<file path="src/rtl/ptest_pkg.sv">
// Shared types for the preconditioned delay test sequencer.
// Assumes: nothing beyond IEEE 1800-2017.
package ptest_pkg;

    // Phases of one test sequence, in the order they normally run.
    typedef enum logic [2:0] {
        ST_IDLE   = 3'd0,
        ST_HOLD   = 3'd1,
        ST_INIT   = 3'd2,
        ST_LAUNCH = 3'd3,
        ST_GAP    = 3'd4,
        ST_CAPT   = 3'd5,
        ST_DONE   = 3'd6
    } seq_state_t;

endpackage

</file>
<file path="src/rtl/ptest_countdown.sv">
// Loadable down-counter used for the hold and launch-to-capture windows.
// On load it takes load_val, reading zero as one. While run is high it
// counts down and stops at one. last is high while the count is one.
// Assumes: load and run are never high in the same cycle.
module ptest_countdown #(
    parameter int W = 16
) (
    input  logic         clk,
    input  logic         rst_n,
    input  logic         load,
    input  logic [W-1:0] load_val,
    input  logic         run,
    output logic         last
);

    localparam logic [W-1:0] ONE = W'(1);

    logic [W-1:0] cnt_q;

    // Count register: load with zero promoted to one, else decrement while running.
    always_ff @(posedge clk) begin
        if (!rst_n) begin
            cnt_q <= '0;
        end else if (load) begin
            cnt_q <= (load_val == '0) ? ONE : load_val;
        end else if (run && (cnt_q > ONE)) begin
            cnt_q <= cnt_q - ONE;
        end
    end

    // Terminal-count flag.
    always_comb begin
        last = (cnt_q == ONE);
    end

    // a load never leaves the window at zero length.
    p_load_nonzero_r3: assert property (@(posedge clk) disable iff (!rst_n)
        load |=> (cnt_q != '0));

    // a running window never drops below one.
    p_run_floor_r3: assert property (@(posedge clk) disable iff (!rst_n)
        (run && last) |=> last);

endmodule

</file>
<file path="src/rtl/ptest_fsm.sv">
// Phase controller for the delay test sequence. It accepts start only
// while idle and latches the mode at that moment. It walks through the
// hold, the optional initialising step, the launch, the gap and the
// capture, driving one strobe per phase.
// Assumes: hold_last and gap_last come from counters loaded on take.
module ptest_fsm
    import ptest_pkg::*;
(
    input  logic clk,
    input  logic rst_n,
    input  logic start,
    input  logic shrink_in,
    input  logic hold_last,
    input  logic gap_last,
    output logic take,
    output logic hold_run,
    output logic gap_run,
    output logic busy,
    output logic pre_stb,
    output logic init_stb,
    output logic launch_stb,
    output logic capt_stb,
    output logic done
);

    seq_state_t state_q, state_d;
    logic       shrink_q;
    logic       first_q;

    // State, latched mode and first-hold-cycle flag.
    always_ff @(posedge clk) begin
        if (!rst_n) begin
            state_q  <= ST_IDLE;
            shrink_q <= 1'b0;
            first_q  <= 1'b0;
        end else begin
            state_q <= state_d;
            first_q <= take;
            if (take) begin
                shrink_q <= shrink_in;
            end
        end
    end

    // Next-phase selection.
    always_comb begin
        state_d = state_q;
        unique case (state_q)
            ST_IDLE:   if (start) state_d = ST_HOLD;
            ST_HOLD:   if (hold_last) state_d = shrink_q ? ST_LAUNCH : ST_INIT;
            ST_INIT:   state_d = ST_LAUNCH;
            ST_LAUNCH: state_d = gap_last ? ST_CAPT : ST_GAP;
            ST_GAP:    if (gap_last) state_d = ST_CAPT;
            ST_CAPT:   state_d = ST_DONE;
            ST_DONE:   state_d = ST_IDLE;
            default:   state_d = ST_IDLE;
        endcase
    end

    // Counter controls and phase strobes decoded from the state.
    always_comb begin
        take       = (state_q == ST_IDLE) && start;
        hold_run   = (state_q == ST_HOLD);
        gap_run    = (state_q == ST_LAUNCH) || (state_q == ST_GAP);
        busy       = (state_q != ST_IDLE);
        pre_stb    = first_q;
        init_stb   = (state_q == ST_INIT);
        launch_stb = (state_q == ST_LAUNCH);
        capt_stb   = (state_q == ST_CAPT);
        done       = (state_q == ST_DONE);
    end

    // reset forces idle.
    p_reset_idle_r1: assert property (@(posedge clk)
        !rst_n |=> (state_q == ST_IDLE) && !first_q);

    // the hold-entry strobe lasts one cycle and comes with busy.
    p_pre_once_r2: assert property (@(posedge clk) disable iff (!rst_n)
        pre_stb |=> !pre_stb);
    p_pre_busy_r2: assert property (@(posedge clk) disable iff (!rst_n)
        pre_stb |-> busy);

    // the initialising step is one cycle and is followed by the launch.
    p_init_launch_r4: assert property (@(posedge clk) disable iff (!rst_n)
        init_stb |=> launch_stb && !init_stb);

    // in shrinking mode the end of the hold leads straight to the launch.
    p_shrink_skip_r6: assert property (@(posedge clk) disable iff (!rst_n)
        (hold_run && hold_last && shrink_q) |=> launch_stb);

    // done follows capture by one cycle, then the sequencer is idle.
    p_done_after_capt_r7: assert property (@(posedge clk) disable iff (!rst_n)
        capt_stb |=> done);
    p_idle_after_done_r7: assert property (@(posedge clk) disable iff (!rst_n)
        done |=> !busy);

    // at most one phase strobe per cycle.
    p_one_strobe_r9: assert property (@(posedge clk) disable iff (!rst_n)
        $onehot0({pre_stb, init_stb, launch_stb, capt_stb, done}));

endmodule

</file>
<file path="src/rtl/ptest_sequencer.sv">
// Top of the preconditioned three-pattern delay test sequencer. It
// combines the phase controller with two window counters: one for the
// preconditioning hold and one for the launch-to-capture distance. Both
// counters are loaded from the port values when start is accepted.
// Assumes: scan loading is finished before start, and the strobes drive
// the scan-cell clocks elsewhere.
module ptest_sequencer #(
    parameter int HOLD_W = 16,
    parameter int GAP_W  = 8
) (
    input  logic              clk,
    input  logic              rst_n,
    input  logic              start,
    input  logic              shrink_mode,
    input  logic [HOLD_W-1:0] precond_len,
    input  logic [GAP_W-1:0]  capture_gap,
    output logic              busy,
    output logic              pre_stb,
    output logic              init_stb,
    output logic              launch_stb,
    output logic              capt_stb,
    output logic              done
);

    logic take;
    logic hold_run;
    logic gap_run;
    logic hold_last;
    logic gap_last;

    // Preconditioning hold window.
    ptest_countdown #(.W(HOLD_W)) u_hold (
        .clk      (clk),
        .rst_n    (rst_n),
        .load     (take),
        .load_val (precond_len),
        .run      (hold_run),
        .last     (hold_last)
    );

    // Launch-to-capture window.
    ptest_countdown #(.W(GAP_W)) u_gap (
        .clk      (clk),
        .rst_n    (rst_n),
        .load     (take),
        .load_val (capture_gap),
        .run      (gap_run),
        .last     (gap_last)
    );

    // Phase controller.
    ptest_fsm u_fsm (
        .clk        (clk),
        .rst_n      (rst_n),
        .start      (start),
        .shrink_in  (shrink_mode),
        .hold_last  (hold_last),
        .gap_last   (gap_last),
        .take       (take),
        .hold_run   (hold_run),
        .gap_run    (gap_run),
        .busy       (busy),
        .pre_stb    (pre_stb),
        .init_stb   (init_stb),
        .launch_stb (launch_stb),
        .capt_stb   (capt_stb),
        .done       (done)
    );

    // done never appears without a capture in the cycle before.
    p_done_needs_capt_r7: assert property (@(posedge clk) disable iff (!rst_n)
        (busy && !done) |=> (!done || $past(capt_stb)));

endmodule

</file>
<file path="config.mk">
export PLATFORM = sky130hd
export DESIGN_NAME = ptest_sequencer
export DESIGN_NICKNAME = d
export VERILOG_FILES = /design/src/rtl/ptest_pkg.sv /design/src/rtl/ptest_countdown.sv /design/src/rtl/ptest_fsm.sv /design/src/rtl/ptest_sequencer.sv
export SDC_FILE = /design/constraint.sdc
export NUM_CORES = 1
export LEC_CHECK = 0
export ABC_AREA = 1
export CAP_MARGIN = 15
export CORE_MARGIN = 2
export CORE_UTILIZATION = 26
export DETAILED_ROUTE_END_ITERATION = 16
export DONT_BUFFER_PORTS = 1
export GPL_TIMING_DRIVEN = 0
export SLEW_MARGIN = 20
export SYNTH_ARGS = -nofsm -noshare
export SYNTH_HDL_FRONTEND = slang
export SYNTH_HIERARCHICAL = 1
export SYNTH_SLANG_ARGS = --single-unit
</file>
<file path="constraint.sdc">
create_clock -name clk -period 2.1 [get_ports clk]
set_input_delay 0.525 -clock clk [delete_from_list [all_inputs] [get_ports clk]]
set_output_delay 0.525 -clock clk [all_outputs]
set_load 0.005 [all_outputs]
</file>
==> impl_metrics.json, run 1 <==
{
  "status": "finished, final reports clean",
  "synth_top_area_share_pct": 26.3,
  "path_clk_slew_ps": 70,
  "fin_tns_setup_ps": 0,
  "first_pass_iters": 4,
  "boundaryPins": 34,
  "post-route-cell-area_um2": 2470,
  "grt_overflow": 0,
  "dpl_worst_slack_ps": 51.4,
  "fin_ws_ps": 187,
  "nets": 403,
  "grt_max_degree": 11,
  "die_w_um": 96.2,
  "antenna_found_initial": 0,
  "relSlewSlack_pct": 64.2,
  "ir_drop_mv": 0.266,
  "grt_pass1_vias": 2063,
  "worst-endpoint-required_ps": 2260,
  "yosysSeqAreaShare_pct": 26.3,
  "p_leak_uw": 0.00112,
  "vias_per_cell": 4.65,
  "hp-class": "in2reg",
  "synth_area_leader_cell": "dfxtp_1",
  "cts_root_buf": "clkbuf_8",
  "wl_per_cell_um": 11.8,
  "synth_area_um2": 2210,
  "portBuffers": 0,
  "powerDensity_nw_per_um2": 1040,
  "ctsHoldBuffers": 0,
  "fmax_ghz": 0.523,
  "cp_data_arrival_time_ps": 2070,
  "dpl_cell_area_um2": 2340,
  "grt_pass1_wl_um": 9310,
  "ys_types": 36,
  "antenna_cells": 0,
  "fin_crit_ps": 1910,
  "worstHoldStart": "rst_n",
  "die_y_um": 96.2,
  "mostFrequentLayoutCell": "nand2_1",
  "slew_violations": 0,
  "cp_max_fo": 10,
  "syn_nets": 394,
  "vias": 2218,
  "drive_gt1_share_pct": 12.6,
  "hold_path_depth": 2,
  "whs_endpoint": "u_gap/cnt_q[6]",
  "synth.avg_cell_area_um2": 6.10,
  "place_congestion": 0.875,
  "start_util_pct": 26.9,
  "rsz0062_at_grt": "false",
  "drc": 0,
  "drt_wl_total_um": 5620,
  "core_area_um2": 8220,
  "dp_hpwl_um": 4320,
  "holdWs_ps": 349,
  "r2r-start": "u_fsm/state_q[2]",
  "start_kind": "register",
  "fin_skew_ps": 7.17,
  "setup-violations-final": 0,
  "tritoncts": "built",
  "cts.sinks": 29,
  "tightest_slew_ps": 537,
  "fillCellCount": 893,
  "r2r_slack_ps": 190,
  "finish.utilization_pct": 30.0,
  "final_cell_mix": "nand2_1 (101), nor2_1 (74), inv_1 (31)",
  "syn_inst": 362,
  "synth_seq_cells": 29,
  "rows": 33,
  "first_iter_violations": 68,
  "synthToLayoutAreaGrowth_pct": 11.6,
  "yosysWarnings": 6,
  "cts_max_level": 2,
  "clockBufferDepth": 2,
  "ff2ff_path_depth": 8,
  "netlist_top_cells_area": "dfxtp_1 (26%), nand2_1 (17%), nor2_1 (13%)",
  "r2r_end": "u_gap/cnt_q[5]",
  "critPathKind": "reg2reg",
  "maxCapViolCount": 0,
  "dieArea_um2": 9250,
  "grt_use_total_pct": 12.8,
  "insertion_delay_ps": 280,
  "ant_nets": 0,
  "cts_buffers": 5,
  "hold_viol_final": 0,
  "finalCritPeriodShare_pct": 91.1,
  "worstSetupEndpointType": "register"
}
## stage by stage
stage | total power, µW | instances
2_1_floorplan | 1790 | 362
3_3_place_gp | 2010 | 467
3_5_place_dp | 2030 | 467
4_1_cts | 2570 | 475
5_1_grt | 2800 | 477
6_report | 2560 | 477
## layer usage
layer	share of wire (%)	wire length (µm)	vias up	track usage (%)
li1	-	-	1162	-
met1	48	2710	997	16.5
met2	45	2550	51	21.5
met3	4.7	263	8	2.11
met4	1.7	98	0	4.40
met5	0	0	-	0
## registers in the layout, indices dropped and copies added (netlist names)
name,count
u_gap/cnt_q,8
u_fsm/shrink_q,1
u_hold/cnt_q,16
u_fsm/pre_stb,1
u_fsm/state_q,3
## worst max-delay path, cell delays in order, from the launching register on
cell	delay (ps)
dfxtp_1	310
buf_6	130
nor3_2	190
nand2_1	120
inv_1	210
buf_4	230
clkinvlp_4	220
o21ai_0	300
nor3b_2	90
## power breakdown
part | switching [µW] | internal, µW
clock network | 225 | 296
logic | 779 | 457
registers | 140 | 659
## worst max path at each step
stage	startpoint	endpoint	slack [ps]	cells past startpoint
5_1_grt	u_fsm/state_q[2]	u_hold/cnt_q[4]	20	9
6_report	u_fsm/state_q[2]	u_gap/cnt_q[5]	190	8
3_5_place_dp	u_fsm/state_q[2]	u_hold/cnt_q[15]	50	10
4_1_cts	u_fsm/state_q[2]	u_hold/cnt_q[15]	40	10
2_1_floorplan	u_fsm/state_q[2]	u_hold/cnt_q[15]	480	10
3_3_place_gp	u_fsm/state_q[2]	u_hold/cnt_q[13]	80	10
## cell usage after synthesis, drive strengths merged
cell type	n
or2	1
o21ai	24
nor2	83
nor3b	4
clkbuf	4
nand2	108
nand3b	2
nand3	26
xor2	4
xnor2	2
inv	33
o31ai	1
nor3	6
clkinv	4
buf	4
dfxtp	29
o21bai	1
a21boi	1
a21oi	16
nand4	5
ha	4
## logic make-up after synthesis
family	after synthesis	share of synthesized area (%)
AND/OR/NAND/NOR	235	49.0
buffers and inverters	45	9.34
AO/OA/AOI/OAI	43	10.8
flip-flops	29	26.3
XOR/XNOR	6	2.38
adder cells (fa/ha/maj)	4	2.27
## repair_timing
action,in CTS,in global routing
gates resized for setup,0,4
buffers inserted,0,2
setup endpoints to repair,0,17
## final cells by class
class | instances | area, µm² | area share (%)
buffer | 8 | 55.1 | 2.23
inverter | 37 | 160 | 6.49
tap | 105 | 131 | 5.33
clock buffer | 7 | 96.3 | 3.91
sequential | 29 | 581 | 23.5
multi-input combinational | 288 | 1420 | 57.7
clock inverter | 1 | 5.00 | 0.203
timing repair buffer | 2 | 15.0 | 0.609
Power figures use the tool's default switching activity.
==> run 2, diff against run 1 <==
- RECOVER_POWER: unset -> 50
- SYNTH_HIERARCHICAL: 1 -> unset
==> run 2 against run 1 <==
Non-clock buffer count decreased by 2. Sequential power rose by 25%. Combinational power grew 67%. Largest power group unchanged. Utilization shrank 0.098 points.
==> impl_metrics.json, run 2 <==
{
  "first_iter_violations": 128,
  "status": "finished, final reports clean",
  "insertion_delay_ps": 290,
  "grt_max_degree": 11,
  "rsz0062_at_grt": "false",
  "synthAdderAreaFrac_pct": 2.43,
  "fin_tns_setup_ps": 0,
  "hp-class": "in2reg",
  "synth_area_leader_cell": "dfxtp_1",
  "cts_max_level": 2,
  "fmax_ghz": 0.545,
  "die_y_um": 92.9,
  "drive_gt1_share_pct": 8.22,
  "yosysWarnings": 0,
  "ys_types": 30,
  "grt_pass1_vias": 2069,
  "holdWs_ps": 380,
  "r2r-start": "u_gap.cnt_q[0]",
  "mostFrequentLayoutCell": "nor2_1",
  "boundaryPins": 34,
  "fin_ws_ps": 265,
  "portBuffers": 0,
  "worstHoldStart": "rst_n",
  "grt_overflow": 0,
  "syn_nets": 377,
  "synth_top_area_share_pct": 28.2,
  "top_regs": "u_hold.cnt_q (16), u_gap.cnt_q (8), u_fsm.state_q (3)",
  "path_clk_slew_ps": 70,
  "setup-violations-final": 0,
  "cts.sinks": 29,
  "clockBufferDepth": 2,
  "regMostFlops": "u_hold.cnt_q",
  "yosys.area_share.xor_xnor_pct": 2.13,
  "finish.utilization_pct": 29.9,
  "synth.mux.area_fraction_pct": 0,
  "yosysSeqAreaShare_pct": 28.2,
  "drt_wl_total_um": 5840,
  "final_cell_mix": "nor2_1 (90), nand2_1 (89), dfxtp_1 (29)",
  "synth_top_family_by_area": "simple AND/OR/NAND/NOR gates",
  "place_congestion": 0.867,
  "vias_per_cell": 4.67,
  "slew_violations": 0,
  "synth_area_um2": 2060,
  "die_w_um": 92.9,
  "hold_viol_final": 0,
  "nets": 384,
  "synth_edf_count": 0,
  "hold_path_depth": 2,
  "grt_pass1_wl_um": 9800,
  "synthToLayoutAreaGrowth_pct": 11.8,
  "critPathKind": "reg2reg",
  "wl_per_cell_um": 12.8,
  "p_leak_uw": 0.00106,
  "antenna_cells": 0,
  "tritoncts": "built",
  "synth.most_common_cell": "nand2_1",
  "maxCapViolCount": 0,
  "worstSetupEndpointType": "register",
  "finalCritPeriodShare_pct": 87.4,
  "r2r_slack_ps": 260,
  "synth.avg_cell_area_um2": 5.96,
  "antenna_found_initial": 0,
  "dp_hpwl_um": 4330,
  "cp_data_arrival_time_ps": 1990,
  "cts_setup_buffers": 0,
  "fillCellCount": 899,
  "ir_drop_mv": 0.393,
  "cp_max_fo": 6,
  "synth_seq_cells": 29,
  "first_pass_iters": 5,
  "largest_reg_flops": 16,
  "synthArstFlopShare_pct": 0,
  "post_cts_resized": 0,
  "tightest_slew_ps": 558,
  "cts_buffers": 5,
  "synth_top_flop_cell": "dfxtp_1",
  "dieArea_um2": 8640,
  "dpl_worst_slack_ps": 343,
  "vias": 2126,
  "whs_endpoint": "u_hold.cnt_q[4]",
  "synth-compound-area-share_pct": 10.9,
  "syn_inst": 345,
  "ff2ff_path_depth": 10,
  "netlist_top_cells_area": "dfxtp_1 (28%), nand2_1 (16%), nor2_1 (16%)",
  "drc": 0,
  "grt_use_total_pct": 14.3,
  "r2r_end": "u_gap.cnt_q[6]",
  "worst-endpoint-required_ps": 2250,
  "rows": 32,
  "synth-simple-area-share_pct": 47.8,
  "relSlewSlack_pct": 62.8,
  "fin_crit_ps": 1840,
  "core_area_um2": 7690,
  "synthTopCellsByCount": "nand2_1 (88), nor2_1 (87), dfxtp_1 (29), inv_1 (26), nand3_1 (22)",
  "start_kind": "register",
  "fin_skew_ps": 3.42,
  "cts_root_buf": "clkbuf_8",
  "powerDensity_nw_per_um2": 1650,
  "ant_nets": 0,
  "ctsHoldBuffers": 0,
  "start_util_pct": 26.8
}
[run 2: cell types whose count changed in the layout (fill, tap and decap cells not counted), sizes merged, moves of 2 or more]
cell,delta
bufinv,+2
nor2,+13
nor3b,-4
a21oi,-5
clkinv,-2
nand2,-15
o21bai,+3
clkinvlp,-2
clkbuf,-4
nor3,+2
nand3,-2
inv,-3
[run 2: worst max-delay path, cell delays in order (launching register included)]
cell     delay [ps]
dfxtp_1         380
inv_1           110
ha_1            260
nand2_1         120
nor2_1           60
nor2_1          170
nand2_1         200
nand2_4         140
inv_1           110
nand2_1          80
a21oi_1          60
[run 2: worst max path at each step]
stage | startpoint | endpoint | slack, ps | cells after the start
floorplan | u_hold.cnt_q[0] | u_hold.cnt_q[7] | 600 | 11
global placement | u_hold.cnt_q[0] | u_hold.cnt_q[12] | 350 | 11
detailed placement | u_hold.cnt_q[0] | u_hold.cnt_q[7] | 340 | 11
CTS | u_hold.cnt_q[0] | u_hold.cnt_q[7] | 320 | 11
global route | u_gap.cnt_q[2] | u_gap.cnt_q[5] | 120 | 9
finish | u_gap.cnt_q[0] | u_gap.cnt_q[6] | 260 | 10
[run 2: power by group]
| part | leakage (µW) | switching, µW | internal (µW) |
|---|---|---|---|
| Sequential | 0.000240 | 241 | 762 |
| Combinational | 0.000748 | 1330 | 740 |
| Clock | 0.0000681 | 241 | 471 |
| Total | 0.00106 | 1810 | 1970 |
[run 2: cell families after synthesis]
logic type | Yosys count
buffers and inverters | 38
flip-flops | 29
XOR/XNOR | 5
AO/OA/AOI/OAI | 42
adder cells (fa/ha/maj) | 4
AND/OR/NAND/NOR | 227
[run 2: area by class of cell]
type | count | area [µm²] | area share [%]
buffer | 8 | 57.6 | 2.50
clock buffer | 5 | 68.8 | 2.99
clock inverter | 3 | 65.1 | 2.83
inverter | 30 | 113 | 4.90
multi-input combinational | 278 | 1290 | 56.0
sequential | 29 | 581 | 25.2
tap | 102 | 128 | 5.55
[run 2: metrics by stage]
step,instance area (µm²),instances,power (µW)
after floorplan,2060,345,2660
after global placement,2180,447,3080
after detailed placement,2180,447,3100
after CTS,2320,455,3830
after global routing,2300,455,4170
final,2300,455,3780
[run 2: routing by layer]
| metal | vias up | part of all wire (%) | track usage, % |
|---|---|---|---|
| met1 | 954 | 47 | 19.0 |
| met2 | 59 | 44 | 22.0 |
| met4 | 0 | 1.3 | 4.17 |
| met5 | - | 0 | 0 |
| met3 | 8 | 8.2 | 4.72 |
| li1 | 1105 | - | - |
==> run 3, diff against run 2 <==
- clock period: 2.1 -> 1.5 ns (I/O delays scaled with it)
==> run 3 against run 2 <==
The flow now finishes with violations (setup timing). Power up 69%. Routed wire length rose by 8.9%. Utilization up 5.1 points. Critical endpoint is now u_hold.cnt_q[13]. Largest power group unchanged.
==> impl_metrics.json, run 3 (synthesis results as in run 2) <==
{
  "status": "finished, violations left",
  "violations": "setup timing",
  "cts.sinks": 29,
  "portBuffers": 0,
  "first_iter_violations": 157,
  "regMostFlops": "u_hold.cnt_q",
  "first_pass_iters": 4,
  "drt_wl_total_um": 6360,
  "fmax_ghz": 0.661,
  "start_util_pct": 26.8,
  "final_cell_mix": "nand2_1 (81), nor2_1 (66), inv_1 (22), nand3_1 (22)",
  "die_y_um": 92.9,
  "insertion_delay_ps": 290,
  "critPathMaxStageDelay_ps": 360,
  "grt_max_degree": 20,
  "tritoncts": "built",
  "hp-class": "in2reg",
  "antenna_found_initial": 0,
  "ant_nets": 0,
  "holdWs_ps": 221,
  "top_regs": "u_hold.cnt_q (16), u_gap.cnt_q (8), u_fsm.state_q (3)",
  "clockBufferDepth": 2,
  "synthToLayoutAreaGrowth_pct": 31.0,
  "finish.utilization_pct": 35.0,
  "dp_hpwl_um": 4440,
  "grt_use_total_pct": 14.4,
  "wl_per_cell_um": 13.6,
  "fin_skew_ps": 8.02,
  "powerDensity_nw_per_um2": 2370,
  "hold_path_depth": 2,
  "vias_per_cell": 4.78,
  "setup-violations-final": 3,
  "power.internal_uw": 3200,
  "slew_violations": 0,
  "grt_pass1_wl_um": 9840,
  "core_area_um2": 7690,
  "p_clk_share_pct": 10.2,
  "cts_max_level": 2,
  "path_clk_slew_ps": 70,
  "start_kind": "register",
  "worstPathCellList": "inv_4, ha_4, nand2_4, nor2_4, nand2_2, nand3_4, nand2_8, clkbuf_16, o21bai_1, nor2_1",
  "combPwrFrac_pct": 65.7,
  "ctsHoldBuffers": 0,
  "vias": 2237,
  "ff2ff_path_depth": 10,
  "cts_root_buf": "clkbuf_8",
  "cp_data_arrival_time_ps": 1700,
  "grt_overflow": 0,
  "p_sw_uw": 3200,
  "tightest_slew_ps": 638,
  "rows": 32,
  "die_w_um": 92.9,
  "seqPwrFrac_pct": 24.1,
  "place_congestion": 0.881,
  "switching_share_pct": 50.0,
  "fin_ws_ps": -12.1,
  "crit_slowest_cell": "dfxtp_4",
  "relSlewSlack_pct": 57.5,
  "rsz0062_at_grt": "true",
  "antenna_cells": 0,
  "critPathKind": "reg2reg",
  "drive_gt1_share_pct": 28.4,
  "dieArea_um2": 8640,
  "boundaryPins": 34,
  "maxCapViolCount": 0,
  "mostFrequentLayoutCell": "nand2_1",
  "cp_max_fo": 7,
  "nets": 397,
  "worst-endpoint-required_ps": 1690,
  "grt_pass1_vias": 2112,
  "ir_drop_mv": 0.577,
  "drc": 0,
  "hold_viol_final": 0,
  "worstSetupEndpointType": "register",
  "fin_crit_ps": 1510,
  "largest_reg_flops": 16,
  "p_leak_uw": 0.00117,
  "finalCritPeriodShare_pct": 101,
  "cts_buffers": 5
}
-- run 3: area by class of cell --
class	count	area (µm²)
plain buffers	7	71.3
clock buffers	6	72.6
clock inverters	2	10.0
fillers	830	4990
inverters	30	130
multi-input cells	278	1530
flip-flops and latches	29	607
well taps	102	128
repair buffers	14	144
-- run 3: worst max-delay path, delay by kind of cell (launching register included) --
| kind | cells | cell delay, ps |
|---|---|---|
| DFF | 1 | 360 |
| and+or+nand+nor | 6 | 540 |
| AOI/OAI and AO/OA | 1 | 120 |
| adders and majority gates | 1 | 150 |
| buffers and inverters | 2 | 260 |
-- run 3: path summary, 6_finish.rpt --
path                   start  slack [ps]          endpoint
min                    rst_n         220   u_hold.cnt_q[4]
max reg2reg  u_hold.cnt_q[1]         -10  u_hold.cnt_q[13]
min reg2reg   u_fsm.shrink_q         470    u_fsm.shrink_q
max          u_hold.cnt_q[1]         -10  u_hold.cnt_q[13]
-- run 3: stage by stage --
stage,total power [µW],setup slack [ps],cells,TNS [ps],area (µm²)
5_1_grt,6980,-70.5,468,-727,2690
3_5_place_dp,4340,-263,447,-4280,2180
4_1_cts,5300,-1.23,460,-1.23,2360
3_3_place_gp,4290,-211,447,-3320,2180
2_1_floorplan,3720,11.4,345,0,2060
6_report,6390,-12.1,468,-18.5,2690
-- run 3: per-layer routing --
metal	up-vias	track usage, %	share of wire, %
li1	1142	-	-
met1	1025	17.1	43
met2	55	23.9	48
met3	15	4.31	6.4
met4	0	6.62	2.6
met5	-	0	0
-- run 3: power groups by stage --
| stage | clock [µW] | combinational, µW | sequential (µW) |
|---|---|---|---|
| after CTS | 667 | 3210 | 1420 |
| after global placement | 0 | 2880 | 1410 |
| after global routing | 710 | 4680 | 1590 |
| after floorplan | 0 | 2390 | 1330 |
| final | 651 | 4200 | 1540 |
| after detailed placement | 0 | 2930 | 1420 |
-- run 3: repair_timing --
item | in CTS | in global routing
resized for setup | 20 | 78
endpoints found under the setup margin | 24 | 26
cloned | 0 | 2
setup buffers | 6 | 6
pin swaps | 6 | 18
